File: src/rtl/dq_pkg.sv
package dq_pkg;
  typedef enum logic [1:0] {
    SRC_NONE = 2'd0,
    SRC_URG  = 2'd1,
    SRC_ORD  = 2'd2
  } src_t;
endpackage

File: src/rtl/dq_fifo.sv
module dq_fifo #(
  parameter int DEPTH = 8,
  parameter int W     = 8
) (
  input  logic                       clk,
  input  logic                       rst,
  input  logic                       push,
  input  logic [W-1:0]               push_data,
  input  logic                       pop,
  output logic [W-1:0]               head,
  output logic [$clog2(DEPTH+1)-1:0] count,
  output logic                       full,
  output logic                       empty
);
  localparam int PW = $clog2(DEPTH);
  localparam int CW = $clog2(DEPTH+1);

  logic [W-1:0]  mem [DEPTH];
  logic [PW-1:0] wr_ptr, rd_ptr;
  logic          do_push, do_pop;

  assign full    = (count == CW'(DEPTH));
  assign empty   = (count == '0);
  assign do_push = push && !full;
  assign do_pop  = pop && !empty;
  assign head    = mem[rd_ptr];

  always_ff @(posedge clk) begin
    if (do_push) mem[wr_ptr] <= push_data;
  end

  always_ff @(posedge clk) begin
    if (rst) begin
      wr_ptr <= '0;
      rd_ptr <= '0;
      count  <= '0;
    end else begin
      if (do_push) wr_ptr <= wr_ptr + PW'(1);
      if (do_pop)  rd_ptr <= rd_ptr + PW'(1);
      case ({do_push, do_pop})
        2'b10:   count <= count + CW'(1);
        2'b01:   count <= count - CW'(1);
        default: count <= count;
      endcase
    end
  end
endmodule

File: src/rtl/dq_pick.sv
module dq_pick #(
  parameter int N = 4
) (
  input  logic [N-1:0]         pend,
  output logic                 any,
  output logic [$clog2(N)-1:0] idx
);
  always_comb begin
    any = 1'b0;
    idx = '0;
    for (int i = N-1; i >= 0; i--) begin
      if (pend[i]) begin
        any = 1'b1;
        idx = ($clog2(N))'(i);
      end
    end
  end
endmodule

File: src/rtl/crit_dispatch.sv
module crit_dispatch #(
  parameter int                NUM_CORES = 4,
  parameter logic [NUM_CORES-1:0] FAST_MASK = 4'b0011,
  parameter int                DEPTH     = 8,
  parameter int                ID_W      = 8,
  parameter int                CRIT_W    = 3
) (
  input  logic                         clk,
  input  logic                         rst,
  input  logic                         enq_valid,
  input  logic [ID_W-1:0]              enq_id,
  input  logic [CRIT_W-1:0]            enq_crit,
  input  logic [NUM_CORES-1:0]         req,
  output logic                         resp_valid,
  output logic [$clog2(NUM_CORES)-1:0] resp_core,
  output logic                         resp_grant,
  output logic [ID_W-1:0]              resp_id,
  output logic                         ovf,
  output logic [NUM_CORES-1:0]         fast_idle
);
  import dq_pkg::*;
  localparam int CORE_W = $clog2(NUM_CORES);
  localparam int CNT_W  = $clog2(DEPTH+1);

  logic                 enq_urg, enq_ord;
  logic [ID_W-1:0]      urg_head, ord_head;
  logic [CNT_W-1:0]     hp_cnt, lp_cnt;
  logic                 hp_full, lp_full, hp_empty, lp_empty;
  logic                 hp_pop, lp_pop;
  logic [NUM_CORES-1:0] pend_q, pend_all, sel_oh;
  logic                 sel_any, sel_fast;
  logic [CORE_W-1:0]    sel_core;
  src_t                 src;

  assign enq_urg = enq_valid && (enq_crit != '0);
  assign enq_ord = enq_valid && (enq_crit == '0);

  dq_fifo #(.DEPTH(DEPTH), .W(ID_W)) u_urg (
    .clk(clk), .rst(rst), .push(enq_urg), .push_data(enq_id), .pop(hp_pop),
    .head(urg_head), .count(hp_cnt), .full(hp_full), .empty(hp_empty));

  dq_fifo #(.DEPTH(DEPTH), .W(ID_W)) u_ord (
    .clk(clk), .rst(rst), .push(enq_ord), .push_data(enq_id), .pop(lp_pop),
    .head(ord_head), .count(lp_cnt), .full(lp_full), .empty(lp_empty));

  assign pend_all = pend_q | req;

  dq_pick #(.N(NUM_CORES)) u_pick (.pend(pend_all), .any(sel_any), .idx(sel_core));

  assign sel_fast = FAST_MASK[sel_core];
  assign sel_oh   = sel_any ? ({{(NUM_CORES-1){1'b0}}, 1'b1} << sel_core) : '0;

  always_comb begin
    src = SRC_NONE;
    if (sel_any) begin
      if (sel_fast) begin
        if (!hp_empty)      src = SRC_URG;
        else if (!lp_empty) src = SRC_ORD;
      end else begin
        if (!lp_empty)                           src = SRC_ORD;
        else if (!hp_empty && fast_idle == '0)   src = SRC_URG;
      end
    end
  end

  assign hp_pop = (src == SRC_URG);
  assign lp_pop = (src == SRC_ORD);

  always_ff @(posedge clk) begin
    if (rst) begin
      pend_q     <= '0;
      resp_valid <= 1'b0;
      resp_core  <= '0;
      resp_grant <= 1'b0;
      resp_id    <= '0;
      ovf        <= 1'b0;
      fast_idle  <= '0;
    end else begin
      pend_q     <= pend_all & ~sel_oh;
      resp_valid <= sel_any;
      resp_core  <= sel_core;
      resp_grant <= (src != SRC_NONE);
      resp_id    <= hp_pop ? urg_head : (lp_pop ? ord_head : '0);
      ovf        <= (enq_urg && hp_full) || (enq_ord && lp_full);
      if (sel_any && sel_fast) fast_idle[sel_core] <= (src == SRC_NONE);
    end
  end
endmodule

File: config.mk
export PLATFORM = sky130hd
export DESIGN_NAME = crit_dispatch
export DESIGN_NICKNAME = d
export VERILOG_FILES = /design/src/rtl/dq_pkg.sv /design/src/rtl/dq_fifo.sv /design/src/rtl/dq_pick.sv /design/src/rtl/crit_dispatch.sv
export SDC_FILE = /design/constraint.sdc
export NUM_CORES = 1
export LEC_CHECK = 0
export ABC_CLOCK_PERIOD_IN_PS = 3550
export CORE_MARGIN = 3
export CORE_UTILIZATION = 35
export DETAILED_ROUTE_END_ITERATION = 10
export DONT_BUFFER_PORTS = 1
export PLACE_DENSITY = 0.53
export SKIP_LAST_GASP = 1
export SLEW_MARGIN = 10
export SYNTH_ARGS = -nofsm -noshare
export SYNTH_HDL_FRONTEND = slang
export SYNTH_SLANG_ARGS = --single-unit
File: constraint.sdc
create_clock -name clk -period 3.55 [get_ports clk]
set_input_delay 0.5325 -clock clk [delete_from_list [all_inputs] [get_ports clk]]
set_output_delay 0.5325 -clock clk [all_outputs]
set_load 0.03 [all_outputs]
==> results of run 1 <==
## path summary, 6_finish.rpt
| kind | slack, ps | to | start |
|---|---|---|---|
| max | 640 | u_ord.count[2] | pend_q[0] |
| min | 170 | u_ord.count[0] | rst |
| max reg2reg | 640 | u_ord.count[2] | pend_q[0] |
| min reg2reg | 490 | u_ord.wr_ptr[0] | u_ord.wr_ptr[0] |
## final cells by class
type | instances | area share
sequential | 175 | 0.610
multi-input combinational | 232 | 0.260
clock buffer | 17 | 0.0542
tap | 260 | 0.0415
clock inverter | 15 | 0.0190
timing repair buffer | 15 | 0.0144
inverter | 3 | 0.00144
## worst reg2reg max path, stage by stage, from the launching register on
cell     delay (ps)
dfxtp_1         340
or4_1           640
o21ai_0         380
nor2_1          160
ha_1            290
xor2_1          160
ha_1            190
a21oi_1         140
xor2_1           90
or3_1           310
a21oi_1         140
## state kept, by name (all words and copies together) (netlist names), 4 cells and up, named ones only
name / cells
u_urg.count: 4
resp_id: 8
u_ord.count: 4
u_ord.mem: 64
u_urg.mem: 64
pend_q: 4
fast_idle: 4
## power breakdown
group	switching (mW)	internal [mW]
Clock	0.832	0.992
Combinational	0.586	0.513
Sequential	0.281	2.36
Total	1.70	3.87
## synth_stat cells, types with 5 or more instances
cell	number
clkbuf_1	12
xor2_1	8
a21oi_1	25
ha_1	10
edfxtp_1	128
mux4_2	32
nor2b_1	6
o21ai_0	13
nand3_1	19
nor3_1	11
mux2_2	18
nand2_1	7
or3_1	5
buf_2	5
dfxtp_1	47
nor2_1	34
## metrics by stage
| stage | power (mW) | cells | cell area, µm² | utilization | hold slack, ps |
|---|---|---|---|---|---|
| 3_3_place_gp | 3.77 | 685 | 7270 | 0.381 | 469 |
| 5_1_grt | 5.88 | 717 | 7850 | 0.411 | 145 |
| 4_1_cts | 5.63 | 717 | 7850 | 0.411 | 150 |
| 3_5_place_dp | 3.79 | 685 | 7270 | 0.381 | 487 |
| 6_report | 5.57 | 717 | 7850 | 0.411 | 171 |
| 2_1_floorplan | 3.51 | 430 | 6920 | - | 462 |
## per-layer routing
layer	track usage	vias up	share of wire	wire length, µm
met5	0	-	0	0
met4	0.0461	0	0.0075	102
met3	0.0403	6	0.050	686
met2	0.205	70	0.47	6420
met1	0.185	1853	0.47	6410
li1	-	1711	-	-
## cell families (layout without fill, tap and decap cells)
| kind of cell | count (synthesis) | in the layout | synth area share |
|---|---|---|---|
| and+or+nand+nor | 111 | 111 | 0.0857 |
| muxes | 53 | 53 | 0.138 |
| adders and majority gates | 10 | 10 | 0.0181 |
| xor gates and xnor gates | 9 | 9 | 0.0114 |
| other | 1 | 1 | 0.000542 |
| AOI/OAI and AO/OA | 48 | 48 | 0.0402 |
| DFF | 175 | 175 | 0.692 |
| buffers and inverters | 23 | 50 | 0.0145 |
==> qor.txt, run 1 <==
CP bufs+invs: 0
final slew viol count: 0
GRT overflow: 0
fin crit share: 0.819
maximum operating frequency: 344 MHz
Final nets: 472
clk_lat worst skew: 420 ps
Die ar.: 21500 µm²
1st-pass router iterations: 4
drt drc: 0
top cell type's share of synthesized area: 0.556
TritonCTS clock tree: yes
Reg2Reg Depth: 10
n_diodes: 0
Critical Path Source Type: flip-flop
Pwr Density: 710 nW/µm²
gr usage total: 0.135
Cells after Synth: 430
clk_skew: 9.52 ps
footprint of the multi-input gates: 2040 µm²
Critical Path Max Stage Delay: 640 ps
Post-CTS Hold Buffers: 0
Post-Syn Area: 6920 µm²
synthesized net count: 458
vias in the first global route: 3805
CTS H-Tree Depth: 4
CTS Buf Count: 17
port buffer count: 0
Via density: 5.08
Core ar.: 19100 µm²
status: completed
Worst slew margin: 0.389
Avg Cell Area, Syn: 16.1 µm²
1st-iter DRT viols: 182
Worst-path clk slew: 70 ps
drt total wl: 13.6 mm
clk buf depth: 2
antenna viol nets, final: 0
CP max FO: 7
pre-CTS setup slack: 442 ps
# IOs: 35
clk sinks: 175
setup violators final: 0
Critical-path top delay cell: or4_1
CP endpoint kind: flip-flop
Die Span Y: 147 µm
initial antenna violation count: 0
CTS root buf: clkbuf_16
family with the most delay on the worst path: simple AND/OR/NAND/NOR gates
Final Critical Period: 2910 ps
pin count of the biggest net entering global routing: 47
WS Path Type: reg -> reg
Ys Warns: 0
row count: 50
crit path cell chain: or4_1 > o21ai_0 > nor2_1 > ha_1 > xor2_1 > ha_1 > a21oi_1 > xor2_1 > or3_1 > a21oi_1
number of library cell types mapped by synthesis: 42
FF+latch area: 4780 µm²
Crit. path cell count: 10
Hold Path Class: in -> reg
setup TNS: 0 ps
first-pass GRT wire length: 21.9 mm
fraction of layout cells with a size suffix above 1: 0.223
WL/cell: 19.0 µm
hold depth: 1
setup bufs post-CTS: 0
most frequent cells in the layout: edfxtp_1 (128), dfxtp_1 (47), nor2_1 (34)
P_leak: 2.54 nW
GPL Wtd Cong: 0.754
vias post-DR: 3640
Final Hold Viols: 0
RSZ-0062 raised after global routing: false
Worst-Margin Slew: 913 ps
Layout Area Growth over Synthesis: 13.4%
filler instances: 1718
DPL Wire Length: 8.66 mm
Seq/Total Area, Yosys: 0.692
Arr. time, crit path: 3270 ps
ys async rst share: 0
WP data required: 3910 ps
Die X: 147 µm
Initial Utilization: 0.362
EDFF count, synth: 128
Yosys top cell by area: edfxtp_1
post_cts resized: 0
commonest non-fill, non-tap cell in the layout: edfxtp_1
number of synthesized register bits: 175
# Max-Cap Violations: 0
worst setup margin: 641 ps
Post-synth top flop: edfxtp_1
peak supply drop: 0.000485 V
largest cells by area after synthesis: edfxtp_1 (56%), dfxtp_1 (14%), mux4_2 (10%)
No activity file was read; power rests on OpenSTA's default activity.
==> run 2: changes to the inputs <==
- ABC_CLOCK_PERIOD_IN_PS: 3550 -> 2650
- PLACE_DENSITY: 0.53 -> 0.55
- clock period: 3.55 -> 2.65 ns (I/O delays scaled with it)
==> run 2 against run 1 <==
Against the previous run: clock skew decreased by 0.76 ps; first-iteration DRC count rose by 11%; core utilization increased by 1.1 points; sequential share of layout area down 1.6 points; critical endpoint is now u_urg.count[2].
==> qor.txt, run 2 (synthesis gave the netlist of run 1 again) <==
status: completed
initial antenna violation count: 0 (unchanged)
WHS: 36.7 ps (-135 ps)
fraction of layout cells with a size suffix above 1: 0.270 (+0.0471)
Arr. time, crit path: 2840 ps (-430 ps)
FF+latch area: 4790 µm² (about the same)
Worst-Margin Slew: 1170 ps (+255 ps)
pin count of the biggest net entering global routing: 47 (unchanged)
CP bufs+invs: 0 (unchanged)
Layout Area Growth over Synthesis: 16.5%
Initial Utilization: 0.362 (unchanged)
filler instances: 1700 (-1.0%)
Die X: 147 µm (unchanged)
Critical Path Max Stage Delay: 580 ps (-60 ps)
setup bufs post-CTS: 0 (unchanged)
# Max-Cap Violations: 0 (unchanged)
Core ar.: 19100 µm² (unchanged)
1st-iter DRT viols: 202 (+11%)
vias post-DR: 3732 (+2.5%)
CTS Buf Count: 17 (unchanged)
Final Critical Period: 2490 ps (-424 ps)
WS Path Type: reg -> reg
gr usage total: 0.134 (-0.00103)
Via density: 5.04 (-0.79%)
port buffer count: 0 (unchanged)
flop2flop setup slack: 160 ps (-480 ps)
final slew viol count: 0 (unchanged)
WL/cell: 19.0 µm (+0.13%)
Critical-path top delay cell: or4_4
1st-pass router iterations: 4 (unchanged)
GPL Wtd Cong: 0.768 (+1.8%)
Critical Path Source Type: flip-flop
# IOs: 35 (unchanged)
antenna viol nets, final: 0 (unchanged)
RSZ-0062 raised after global routing: true
Worst slew margin: 0.215 (-0.174)
peak supply drop: 0.000667 V (+38%)
first-pass GRT wire length: 21.5 mm (-1.5%)
Final nets: 496 (+5.1%)
CTS root buf: clkbuf_16
family with the most delay on the worst path: simple AND/OR/NAND/NOR gates
Die Span Y: 147 µm (unchanged)
CTS H-Tree Depth: 4 (unchanged)
clk_skew: 8.76 ps (-0.760 ps)
clk sinks: 175 (unchanged)
fin crit share: 0.938 (+0.118)
commonest non-fill, non-tap cell in the layout: edfxtp_1
clk buf depth: 2 (unchanged)
drt total wl: 14.1 mm (+3.5%)
Final Hold Viols: 0 (unchanged)
Worst-path clk slew: 70 ps (about the same)
vias in the first global route: 3741 (-1.7%)
n_diodes: 0 (unchanged)
WP data required: 3010 ps (-900 ps)
biggest regs: u_ord.mem (64), u_urg.mem (64), resp_id (8)
GRT overflow: 0 (unchanged)
TritonCTS clock tree: yes
most frequent cells in the layout: edfxtp_1 (128), dfxtp_1 (46), buf_4 (39)
Hold Path Class: in -> reg
Die ar.: 21500 µm² (unchanged)
CP max FO: 5 (-2)
final instance area: 8060 µm² (+2.7%)
clk_lat worst skew: 430 ps (about the same)
Pwr Density: 960 nW/µm² (+35%)
P_leak: 2.65 nW (+4.3%)
drt drc: 0 (unchanged)
DPL Wire Length: 8.89 mm (+2.6%)
row count: 50 (unchanged)
maximum operating frequency: 402 MHz (+17%)
fin util: 0.422 (+0.0111)
crit path cell chain: or4_4 > a31oi_4 > nor2_1 > ha_1 > xor2_1 > ha_1 > a21oi_1 > xor2_1 > or3_1 > a21oi_1
CP endpoint kind: flip-flop
footprint of the multi-input gates: 2080 µm² (+2.3%)
setup violators final: 0 (unchanged)
Post-Place Cell Area: 7450 µm² (+2.5%)
-- run 2: cell types whose count changed in the layout (fill, tap and decap cells not counted), moves of 2 or more --
cell and change:
clkbuf_1 +2, or4_4 +3, buf_4 +24, or4_1 -3
inv_8 -3
-- run 2: layout make-up --
type | instances | share of cell area
Multi-Input combinational cell | 232 | 0.259
Timing Repair Buffer | 39 | 0.0363
Inverter | 3 | 0.00140
Clock buffer | 19 | 0.0537
Sequential cell | 175 | 0.594
Clock inverter | 13 | 0.0157
Tap cell | 260 | 0.0404
-- run 2: layer usage --
metal	GRT usage	part of all wire
met4	0.0343	0.0086
met3	0.0466	0.057
met5	0	0
met2	0.215	0.49
met1	0.174	0.45
-- run 2: repair_timing --
| item | in CTS | in global routing |
|---|---|---|
| hold buffers | 0 | 0 |
| hold endpoints to repair | 0 | 0 |
| resized for setup | 0 | 9 |
| setup endpoints to repair | 0 | 4 |
-- run 2: metrics by stage --
stage               instances  setup TNS (ps)  total power, mW  setup slack, ps
floorplan                 430               0             4.71             6.67
global placement          709               0             5.32             11.7
detailed placement        709           -31.4             5.35            -31.4
CTS                       741               0             7.75             37.3
global route              741           -2.35             8.16            -2.35
finish                    741               0             7.73              165
-- run 2: power breakdown --
part	internal, mW	switching (mW)
registers	3.17	0.322
clock network	1.31	1.06
logic	0.907	0.961
total	5.39	2.35
-- run 2: path summary, 6_finish.rpt --
path | startpoint | endpoint | cells after the start
worst min register to register | u_ord.wr_ptr[0] | u_ord.wr_ptr[0] | 2
worst min-delay path | rst | pend_q[3] | 1
worst max-delay path | pend_q[0] | u_urg.count[2] | 10
worst max register to register | pend_q[0] | u_urg.count[2] | 10
-- run 2: worst register-to-register path: cells and delay by family (launching register included) --
| kind | cells | cell delay, ps |
|---|---|---|
| AO/OA/AOI/OAI | 3 | 490 |
| adder cells (fa/ha/maj) | 2 | 380 |
| flip-flops | 1 | 340 |
| AND/OR/NAND/NOR | 3 | 970 |
| XOR/XNOR | 2 | 240 |
